$ cat src/rtl/ehp_pkg.sv
package ehp_pkg;
  typedef enum logic [2:0] {
    PS_IDLE,
    PS_ETH,
    PS_TAG,
    PS_V4,
    PS_V6
  } pstate_e;

  localparam int ETH_LEN = 14;
  localparam int TAG_LEN = 4;
  localparam int L3_PEEK = 4;
endpackage

$ cat src/rtl/ehp_type_decode.sv
module ehp_type_decode
  import ehp_pkg::*;
#(
  parameter logic [15:0] TYPE_TAG = 16'h8100,
  parameter logic [15:0] TYPE_V4  = 16'h0800,
  parameter logic [15:0] TYPE_V6  = 16'h86DD
) (
  input  logic [15:0] etype,
  output pstate_e     nxt
);
  always_comb begin
    if (etype == TYPE_TAG)      nxt = PS_TAG;
    else if (etype == TYPE_V4)  nxt = PS_V4;
    else if (etype == TYPE_V6)  nxt = PS_V6;
    else                        nxt = PS_IDLE;
  end
endmodule

$ cat src/rtl/ehp_field_cap.sv
module ehp_field_cap #(
  parameter int NBYTES = 2,
  localparam int W = 8 * NBYTES
) (
  input  logic         clk,
  input  logic         rst_n,
  input  logic         en,
  input  logic [7:0]   din,
  output logic [W-1:0] q
);
  generate
    if (NBYTES == 1) begin : g_single
      always_ff @(posedge clk or negedge rst_n) begin
        if (!rst_n)  q <= '0;
        else if (en) q <= din;
      end
    end else begin : g_shift
      always_ff @(posedge clk or negedge rst_n) begin
        if (!rst_n)  q <= '0;
        else if (en) q <= {q[W-9:0], din};
      end
    end
  endgenerate
endmodule

$ cat src/rtl/eth_hdr_parser.sv
module eth_hdr_parser
  import ehp_pkg::*;
#(
  parameter int OFF_W = 8
) (
  input  logic             clk,
  input  logic             rst_n,
  input  logic             in_valid,
  input  logic             in_sop,
  input  logic             in_eop,
  input  logic [7:0]       in_data,
  output logic             out_done,
  output logic [47:0]      out_dst,
  output logic [47:0]      out_src,
  output logic [15:0]      out_etype,
  output logic [15:0]      out_tci,
  output logic [15:0]      out_inner_etype,
  output logic [31:0]      out_l3_word,
  output logic             out_eth_ok,
  output logic             out_vlan_ok,
  output logic             out_ipv4_ok,
  output logic             out_ipv6_ok,
  output logic             out_trunc,
  output logic [OFF_W-1:0] out_pay_off
);
  localparam int CNT_W = $clog2(ETH_LEN);
  localparam logic [CNT_W-1:0] IX_SRC      = CNT_W'(6);
  localparam logic [CNT_W-1:0] IX_TYPE     = CNT_W'(12);
  localparam logic [CNT_W-1:0] IX_ETH_LAST = CNT_W'(ETH_LEN - 1);
  localparam logic [CNT_W-1:0] IX_TAG_TYPE = CNT_W'(2);
  localparam logic [CNT_W-1:0] IX_TAG_LAST = CNT_W'(TAG_LEN - 1);
  localparam logic [CNT_W-1:0] IX_L3_LAST  = CNT_W'(L3_PEEK - 1);

  // state registers
  pstate_e          st_q, st_d;
  logic [CNT_W-1:0] idx_q, idx_d;
  logic [OFF_W-1:0] boff_q, boff_d;
  logic [OFF_W-1:0] poff_q, poff_d;
  logic             done_q, done_d;
  logic             trunc_q, trunc_d;
  logic             eth_q, eth_d, tag_q, tag_d, v4_q, v4_d, v6_q, v6_d;

  // current byte context (a start marker overrides stored state)
  logic             take;
  pstate_e          cur_st;
  logic [CNT_W-1:0] cur_idx;
  logic [OFF_W-1:0] cur_off;
  logic             hdr_last;
  logic [15:0]      dec_in;
  pstate_e          dec_nxt;

  assign take    = in_valid && (in_sop || (st_q != PS_IDLE));
  assign cur_st  = in_sop ? PS_ETH : st_q;
  assign cur_idx = in_sop ? '0 : idx_q;
  assign cur_off = in_sop ? '0 : boff_q;

  // field capture enables
  logic en_dst, en_src, en_ety, en_tci, en_ity, en_l3;
  assign en_dst = take && (cur_st == PS_ETH) && (cur_idx < IX_SRC);
  assign en_src = take && (cur_st == PS_ETH) && (cur_idx >= IX_SRC) && (cur_idx < IX_TYPE);
  assign en_ety = take && (cur_st == PS_ETH) && (cur_idx >= IX_TYPE);
  assign en_tci = take && (cur_st == PS_TAG) && (cur_idx < IX_TAG_TYPE);
  assign en_ity = take && (cur_st == PS_TAG) && (cur_idx >= IX_TAG_TYPE);
  assign en_l3  = take && ((cur_st == PS_V4) || (cur_st == PS_V6));

  ehp_field_cap #(.NBYTES(6)) u_cap_dst (.clk(clk), .rst_n(rst_n), .en(en_dst), .din(in_data), .q(out_dst));
  ehp_field_cap #(.NBYTES(6)) u_cap_src (.clk(clk), .rst_n(rst_n), .en(en_src), .din(in_data), .q(out_src));
  ehp_field_cap #(.NBYTES(2)) u_cap_ety (.clk(clk), .rst_n(rst_n), .en(en_ety), .din(in_data), .q(out_etype));
  ehp_field_cap #(.NBYTES(2)) u_cap_tci (.clk(clk), .rst_n(rst_n), .en(en_tci), .din(in_data), .q(out_tci));
  ehp_field_cap #(.NBYTES(2)) u_cap_ity (.clk(clk), .rst_n(rst_n), .en(en_ity), .din(in_data), .q(out_inner_etype));
  ehp_field_cap #(.NBYTES(L3_PEEK)) u_cap_l3 (.clk(clk), .rst_n(rst_n), .en(en_l3), .din(in_data), .q(out_l3_word));

  // the low byte of each type register holds the first type byte already
  assign dec_in = (cur_st == PS_TAG) ? {out_inner_etype[7:0], in_data}
                                     : {out_etype[7:0], in_data};

  ehp_type_decode u_dec (.etype(dec_in), .nxt(dec_nxt));

  always_comb begin
    case (cur_st)
      PS_ETH:       hdr_last = (cur_idx == IX_ETH_LAST);
      PS_TAG:       hdr_last = (cur_idx == IX_TAG_LAST);
      PS_V4, PS_V6: hdr_last = (cur_idx == IX_L3_LAST);
      default:      hdr_last = 1'b0;
    endcase
  end

  // next-state process
  always_comb begin
    st_d    = st_q;
    idx_d   = idx_q;
    boff_d  = boff_q;
    poff_d  = poff_q;
    trunc_d = trunc_q;
    eth_d   = eth_q;
    tag_d   = tag_q;
    v4_d    = v4_q;
    v6_d    = v6_q;
    done_d  = 1'b0;
    if (take) begin
      boff_d = cur_off + OFF_W'(1);
      if (in_sop) begin
        poff_d  = '0;
        trunc_d = 1'b0;
        eth_d   = 1'b0;
        tag_d   = 1'b0;
        v4_d    = 1'b0;
        v6_d    = 1'b0;
      end
      if (!hdr_last) begin
        idx_d = cur_idx + CNT_W'(1);
        st_d  = cur_st;
      end else begin
        idx_d = '0;
        case (cur_st)
          PS_ETH: begin
            eth_d  = 1'b1;
            poff_d = cur_off + OFF_W'(1);
            st_d   = dec_nxt;
          end
          PS_TAG: begin
            tag_d  = 1'b1;
            poff_d = cur_off + OFF_W'(1);
            st_d   = dec_nxt;
          end
          PS_V4: begin
            v4_d = 1'b1;
            st_d = PS_IDLE;
          end
          PS_V6: begin
            v6_d = 1'b1;
            st_d = PS_IDLE;
          end
          default: st_d = PS_IDLE;
        endcase
      end
      if (st_d == PS_IDLE) begin
        done_d = 1'b1;
      end else if (in_eop) begin
        done_d  = 1'b1;
        trunc_d = 1'b1;
        st_d    = PS_IDLE;
        idx_d   = '0;
      end
    end
  end

  // register process
  always_ff @(posedge clk or negedge rst_n) begin
    if (!rst_n) begin
      st_q    <= PS_IDLE;
      idx_q   <= '0;
      boff_q  <= '0;
      poff_q  <= '0;
      done_q  <= 1'b0;
      trunc_q <= 1'b0;
      eth_q   <= 1'b0;
      tag_q   <= 1'b0;
      v4_q    <= 1'b0;
      v6_q    <= 1'b0;
    end else begin
      st_q    <= st_d;
      idx_q   <= idx_d;
      boff_q  <= boff_d;
      poff_q  <= poff_d;
      done_q  <= done_d;
      trunc_q <= trunc_d;
      eth_q   <= eth_d;
      tag_q   <= tag_d;
      v4_q    <= v4_d;
      v6_q    <= v6_d;
    end
  end

  assign out_done    = done_q;
  assign out_trunc   = trunc_q;
  assign out_eth_ok  = eth_q;
  assign out_vlan_ok = tag_q;
  assign out_ipv4_ok = v4_q;
  assign out_ipv6_ok = v6_q;
  assign out_pay_off = poff_q;


  ip_flags_exclusive_chk: assert property (@(posedge clk) disable iff (!rst_n)
    !(out_ipv4_ok && out_ipv6_ok));


  inner_needs_eth_chk: assert property (@(posedge clk) disable iff (!rst_n)
    (out_vlan_ok || out_ipv4_ok || out_ipv6_ok) |-> out_eth_ok);


  pay_off_min_chk: assert property (@(posedge clk) disable iff (!rst_n)
    (out_done && !out_trunc) |-> (out_pay_off >= OFF_W'(ETH_LEN)));


  pay_off_tag_chk: assert property (@(posedge clk) disable iff (!rst_n)
    (out_done && out_vlan_ok) |-> (out_pay_off >= OFF_W'(ETH_LEN + TAG_LEN)));


  sop_not_final_chk: assert property (@(posedge clk) disable iff (!rst_n)
    (in_valid && in_sop && !in_eop) |=> !out_done);


  stray_byte_ignored_chk: assert property (@(posedge clk) disable iff (!rst_n)
    (st_q == PS_IDLE && !(in_valid && in_sop)) |=> !out_done);


  done_single_chk: assert property (@(posedge clk) disable iff (!rst_n)
    (out_done && !(in_valid && in_sop)) |=> !out_done);


  trunc_needs_done_chk: assert property (@(posedge clk) disable iff (!rst_n)
    $rose(out_trunc) |-> out_done);
endmodule

$ cat config.mk
export PLATFORM = sky130hd
export DESIGN_NAME = eth_hdr_parser
export DESIGN_NICKNAME = d
export VERILOG_FILES = /design/src/rtl/ehp_pkg.sv /design/src/rtl/ehp_type_decode.sv /design/src/rtl/ehp_field_cap.sv /design/src/rtl/eth_hdr_parser.sv
export SDC_FILE = /design/constraint.sdc
export NUM_CORES = 1
export LEC_CHECK = 0
export BUFFER_PORTS_ARGS = -buffer_cell sky130_fd_sc_hd__buf_2
export CORE_ASPECT_RATIO = 1.4
export CORE_MARGIN = 1.5
export CORE_UTILIZATION = 40
export DETAILED_ROUTE_END_ITERATION = 16
export HOLD_SLACK_MARGIN = 0.08
export SLEW_MARGIN = 30
export SYNTH_ARGS = -nofsm -noshare
export SYNTH_HDL_FRONTEND = slang
export SYNTH_SLANG_ARGS = --single-unit
$ cat constraint.sdc
create_clock -name clk -period 5.8 [get_ports clk]
set_clock_uncertainty 0.2 [all_clocks]
set_input_delay 0.87 -clock clk [delete_from_list [all_inputs] [get_ports clk]]
set_output_delay 0.87 -clock clk [all_outputs]
set_load 0.005 [all_outputs]
[Word level (Yosys, flattened, before mapping)]
Index checks and enable logic that the tools add are counted.
Storage, ports and cells
  register bits: 205
  logic and storage cells: 86
  input bits: 13
Cells by class
  reduce and logical (&&, ||, !) cells: 16
  equal/unequal tests: 9
  order comparisons: 6
  add/sub/neg operators: 2
  muxes and demuxes: 37
Operators with widths (number)
  equality test 16 bit, second input constant: 2
  two-way mux 8 bit: 4
  two-way mux 3 bit: 9
  two-way mux 1 bit: 18
  equality test 16 x 12 -> 1 bit, second input constant: 1
  two-way mux 16 bit: 1
  two-way mux 4 bit: 4
  logical AND 1 bit: 10
  adder 8 x 1 -> 8 bit, second input constant: 1
  equality test 3 x 2 -> 1 bit, second input constant: 2
  adder 4 x 1 -> 4 bit, second input constant: 1
  equality test 4 x 2 -> 1 bit, second input constant: 1
  equality test 4 bit, second input constant: 1
  greater-or-equal comparator 4 x 2 -> 1 bit, second input constant: 1
  greater-or-equal comparator 4 x 3 -> 1 bit, second input constant: 1
  greater-or-equal comparator 4 bit, second input constant: 1
  less-than comparator 4 x 2 -> 1 bit, second input constant: 1
  less-than comparator 4 x 3 -> 1 bit, second input constant: 1
  less-than comparator 4 bit, second input constant: 1
  equality test 3 x 1 -> 1 bit, second input constant: 1
  equality test 3 bit, second input constant: 1
  zero test 3 bit: 1
  nonzero test 3 bit: 1
  OR reduction 3 bit: 1
  3 further kinds: 4

[Logic depth before layout (Yosys ltp)]
  word-level depth: 13
  mapped depth: 10
  depth with buffers taken out: 7

[Hierarchy]
Synthesis repeated with hierarchy kept, for this count alone.
Unflattened totals
  cell total of the unflattened synthesis: 596
  area total of the unflattened synthesis: 8976.1 um^2
By module, submodules not included
  ehp_field_cap at u_cap_dst ...: area an instance 1860.5 um^2, seq. area each 1201.2 um^2, times used 2, cells an instance 101
  ehp_field_cap at u_cap_ety ...: area an instance 649.4 um^2, seq. area each 400.4 um^2, times used 3, cells an instance 34
  eth_hdr_parser: area an instance 1845.5 um^2, seq. area each 725.7 um^2, times used 1, cells an instance 210
  ehp_field_cap at u_cap_l3: area an instance 1345.0 um^2, seq. area each 800.8 um^2, times used 1, cells an instance 68
  ehp_type_decode: area an instance 116.4 um^2, seq. area each 0.0 um^2, times used 1, cells an instance 14

[Least setup slack after synthesis]
Ideal clock, no wire load.
  path kind: input -> register
  from: input port in_sop
  to: register u_cap_src.q[44]
  arrival time: 2.595 ns
  cell stages on the path: 10
  path slack: 2.878 ns
  buffers on the path: 4
  required time: 5.473 ns
  library setup time: 0.127 ns
  cell sequence: buf_6 clkbuf_1 nor2b_1 ha_1 o211ai_1 o21a_1 or3_1 buf_6 buf_6 mux2_1
On the way
  cells in the longest elaborated chain, start to end: 5
  elaborated cells between the ends (all ways): 10
Ends and longest elaborated chain
  start: declaration: line eth_hdr_parser.sv:9  | input logic in_sop,
  branches (longest 4 deep; another with greater-or-equal comparator 4 x 3 -> 1 bit)
  logical AND 1 bit *: line eth_hdr_parser.sv:60  | assign en_src = take && (cur_st == PS_ETH) && (cur_idx >= IX_SRC) && (cur_idx < IX_TYPE);
  end signal: assignment: line ehp_field_cap.sv:20  | else if (en) q <= {q[W-9:0], din};
  end: declaration: line ehp_field_cap.sv:9  | output logic [W-1:0] q
Mark *: on every way between the ends.
A chain may end at the register's enable or synchronous reset.

[Final worst setup path]
  from: input port in_sop
  to: register u_cap_tci.q[15]
On the way
  cells in the longest elaborated chain, start to end: 4
  elaborated cells between the ends (all ways): 8
Ends and longest elaborated chain
  branches (longest 3 deep; another with less-than comparator 4 x 2 -> 1 bit)
  logical AND 1 bit *: line eth_hdr_parser.sv:62  | assign en_tci = take && (cur_st == PS_TAG) && (cur_idx < IX_TAG_TYPE);
  end signal: assignment: line ehp_field_cap.sv:20
  end: declaration: line ehp_field_cap.sv:9
Marks and branches as above.

==> impl_metrics.toml <==
[critical_path]
cp.required_ns = 5.97
cp-end-kind = "flip-flop"
cp_cell_sequence = "buf_2 -> or3_4 -> o21a_1 -> nand3b_1 -> mux2_2"
critPathArrivalTime_ns = 3.23
path_class = "primary input to flip-flop"
slowest_stage = "nand3b_1"
worst_setup_path_start_kind = "primary input"
max_stage_delay_ns = 0.67
worstPathMaxFanout = 28

[final_layout]
nets = 822
n_antenna_cell = 0
layout-drive-gt1-share = 0.5245
area_growth_pct = 22.46

[detailed_routing]
drtPass1Iterations = 4
drtAntennaViolNets = 0
wire_per_inst_um = 18.35
drc = 0
drt_wl_total_mm = 19.75
drt_iter0_drc = 289
vias = 5690
via_per_inst = 5.288

[timing]
hold_violations = 0
final.setup.tns_ns = 0
rsz0062_at_grt = "false"
drv_slew = 0
max_clock_freq_mhz = 327.1
worst_pin_slew_ns = 0.8272
fin_hold_ws_ns = 0.2288
fin_crit_sh = 0.5271
finalSetupViolCount = 0
slew-limit-headroom = 0.4468
min_period_ns = 3.057

[clock_tree]
cts_tree = "yes"
clk_latency_ns = 0.49
cts_sinks = 205
cts-hold-fix-buffers = 0
h-tree-depth = 1
cts_resized = 0
clk_pin_slew_worst_paths_ns = 0.06
cts_setup_buffers = 0
cts-root-buf = "clkbuf_16"
cts_buffer_depth = 3
cts_made_buffers = 21

[synth]
ys_warn_count = 0
async_flop_share = 1.000
netlist-cell-type-count = 60
yosys.area.top_type = "dfrtp_1"
synth_commonest_cells = "205 x dfrtp_1, 174 x mux2_2, 36 x nand2_1"
ys_seq_area_frac = 0.6021
ys_seq_elements = 205
synth_cells = 609
synth_flop_cell = "dfrtp_1"
syn-num-nets = 625
synth_area_um2 = 8519
syn_area_per_cell_um2 = 13.99
ys_top_cells_by_area = "dfrtp_1 60%, mux2_2 23%, nand2_1 1.6%, buf_2 0.94%, a21oi_1 0.82%"
yosysMostFrequentCell = "dfrtp_1"
synth_top_area_share = 0.6021
synth_edf_count = 0

[placement]
gp_congestion = 0.8896
dp_hpwl_mm = 13.50
numPortBuffers = 202

[grt]
track_usage = 0.1753
overflow = 0
grt_pass1_wl_mm = 31.14
antenna_found_initial = 0
grt_pass1_vias = 5773
grt_max_degree = 115

[worst_hold_path]
hold_class = "primary input to asynchronous set/reset pin"

[die]
ios = 203
rows = 63
core-area_um2 = 21050
design.die.area_um2 = 22200
start_util = 0.4048
die_h_um = 175.7
die_w_um = 126.3

[power]
p_leak_uw = 0.005258
ir_drop_v = 0.0002874
pwr_density_cell_nw_per_um2 = 404.8

[flow_run]
max-cap-violations = 0

[run_status]
status = "finished, final reports clean"
==> cell usage in the layout (no fill, tap or decap), types with 3 or more instances in the layout <==
cell type	netlist	final
buf_2	16	201
a32oi_1	4	4
a22oi_1	5	5
ha_1	3	3
clkbuf_8	0	5
a21oi_1	14	13
o21a_1	3	3
a21o_1	3	3
nor3_1	5	5
nor2_1	11	10
nor2b_1	7	7
nand3_1	10	10
nor3b_1	5	5
mux2_2	174	174
inv_1	9	9
o21ai_0	14	14
nand4_1	8	8
dfrtp_1	205	205
nor4_1	4	4
nand2_1	36	36
o211ai_1	3	3
or3_1	4	3
xnor2_1	3	3
clkbuf_16	0	21
nand3b_1	3	3
and2_1	3	3
==> cells by family (layout without fill, tap and decap cells) <==
logic type | after synthesis | in the layout | share of synthesized area
buffers and inverters | 41 | 248 | 0.02746
and+or+nand+nor | 109 | 109 | 0.07064
AOI/OAI and AO/OA | 70 | 70 | 0.05728
DFF | 205 | 205 | 0.6021
muxes | 178 | 178 | 0.2350
xor gates and xnor gates | 3 | 3 | 0.003085
adders and majority gates | 3 | 3 | 0.004406
==> stage by stage <==
stage	utilization	total power, µW	setup WS, ns	instance area [µm²]	cells
after global routing	0.4957	4462	2.615	10430	1076
final	0.4957	4223	2.743	10430	1076
after detailed placement	0.4620	2941	2.233	9723	1042
after global placement	0.4618	2891	2.194	9719	1042
after floorplan	-	2422	2.878	8519	609
after CTS	0.4940	4292	2.760	10400	1075
==> sequential cells by signal (all words and copies together) (netlist names), 4 cells and up <==
| name | flops |
|---|---|
| u_cap_dst.q | 48 |
| u_cap_src.q | 48 |
| u_cap_l3.q | 32 |
| u_cap_ety.q | 16 |
| u_cap_ity.q | 16 |
| u_cap_tci.q | 16 |
| boff_q | 8 |
| out_pay_off | 8 |
| idx_q | 4 |
==> report_power, final <==
group	internal, µW	total, µW	switching, µW
Sequential	1770	2020	253
Clock	799	1330	528
Combinational	503	872	369
==> critical path: cells and delay by family <==
kind / cells / cell delay [ns]
simple gates: 2 / 0.93
mux: 1 / 0.52
compound gates: 1 / 0.44
buf+inv: 1 / 0.45
==> layout make-up <==
class,count,area (µm²)
clock buffer,27,588.1
clock inverter,6,86.33
fill,1896,10610
inverter,9,33.78
multi-input combinational,363,3187
sequential,205,5130
tap,260,325.3
timing repair buffer,206,1082
==> worst paths after layout <==
check                                startpoint               to  slack [ns]  depth (start not counted)
min in group clk                u_cap_src.q[44]  u_cap_src.q[44]        0.29                          1
worst min-delay path                      rst_n  u_cap_dst.q[38]        0.23                          1
worst min register to register  u_cap_src.q[44]  u_cap_src.q[44]        0.29                          1
worst max-delay path                     in_sop  u_cap_tci.q[15]        2.74                          5
worst max register to register          st_q[2]  u_cap_tci.q[15]        2.98                          4
max in group asynchronous                 rst_n   u_cap_dst.q[8]        4.07                          2
==> per-layer routing <==
layer	wire length [µm]	up-vias	global-route usage
met1	8285	2862	0.2203
li1	-	2595	-
met4	501	0	0.05891
met3	1003	34	0.02650
met2	9955	199	0.3081
met5	0	-	0
Note: power is estimated with default switching activity, not from simulation.
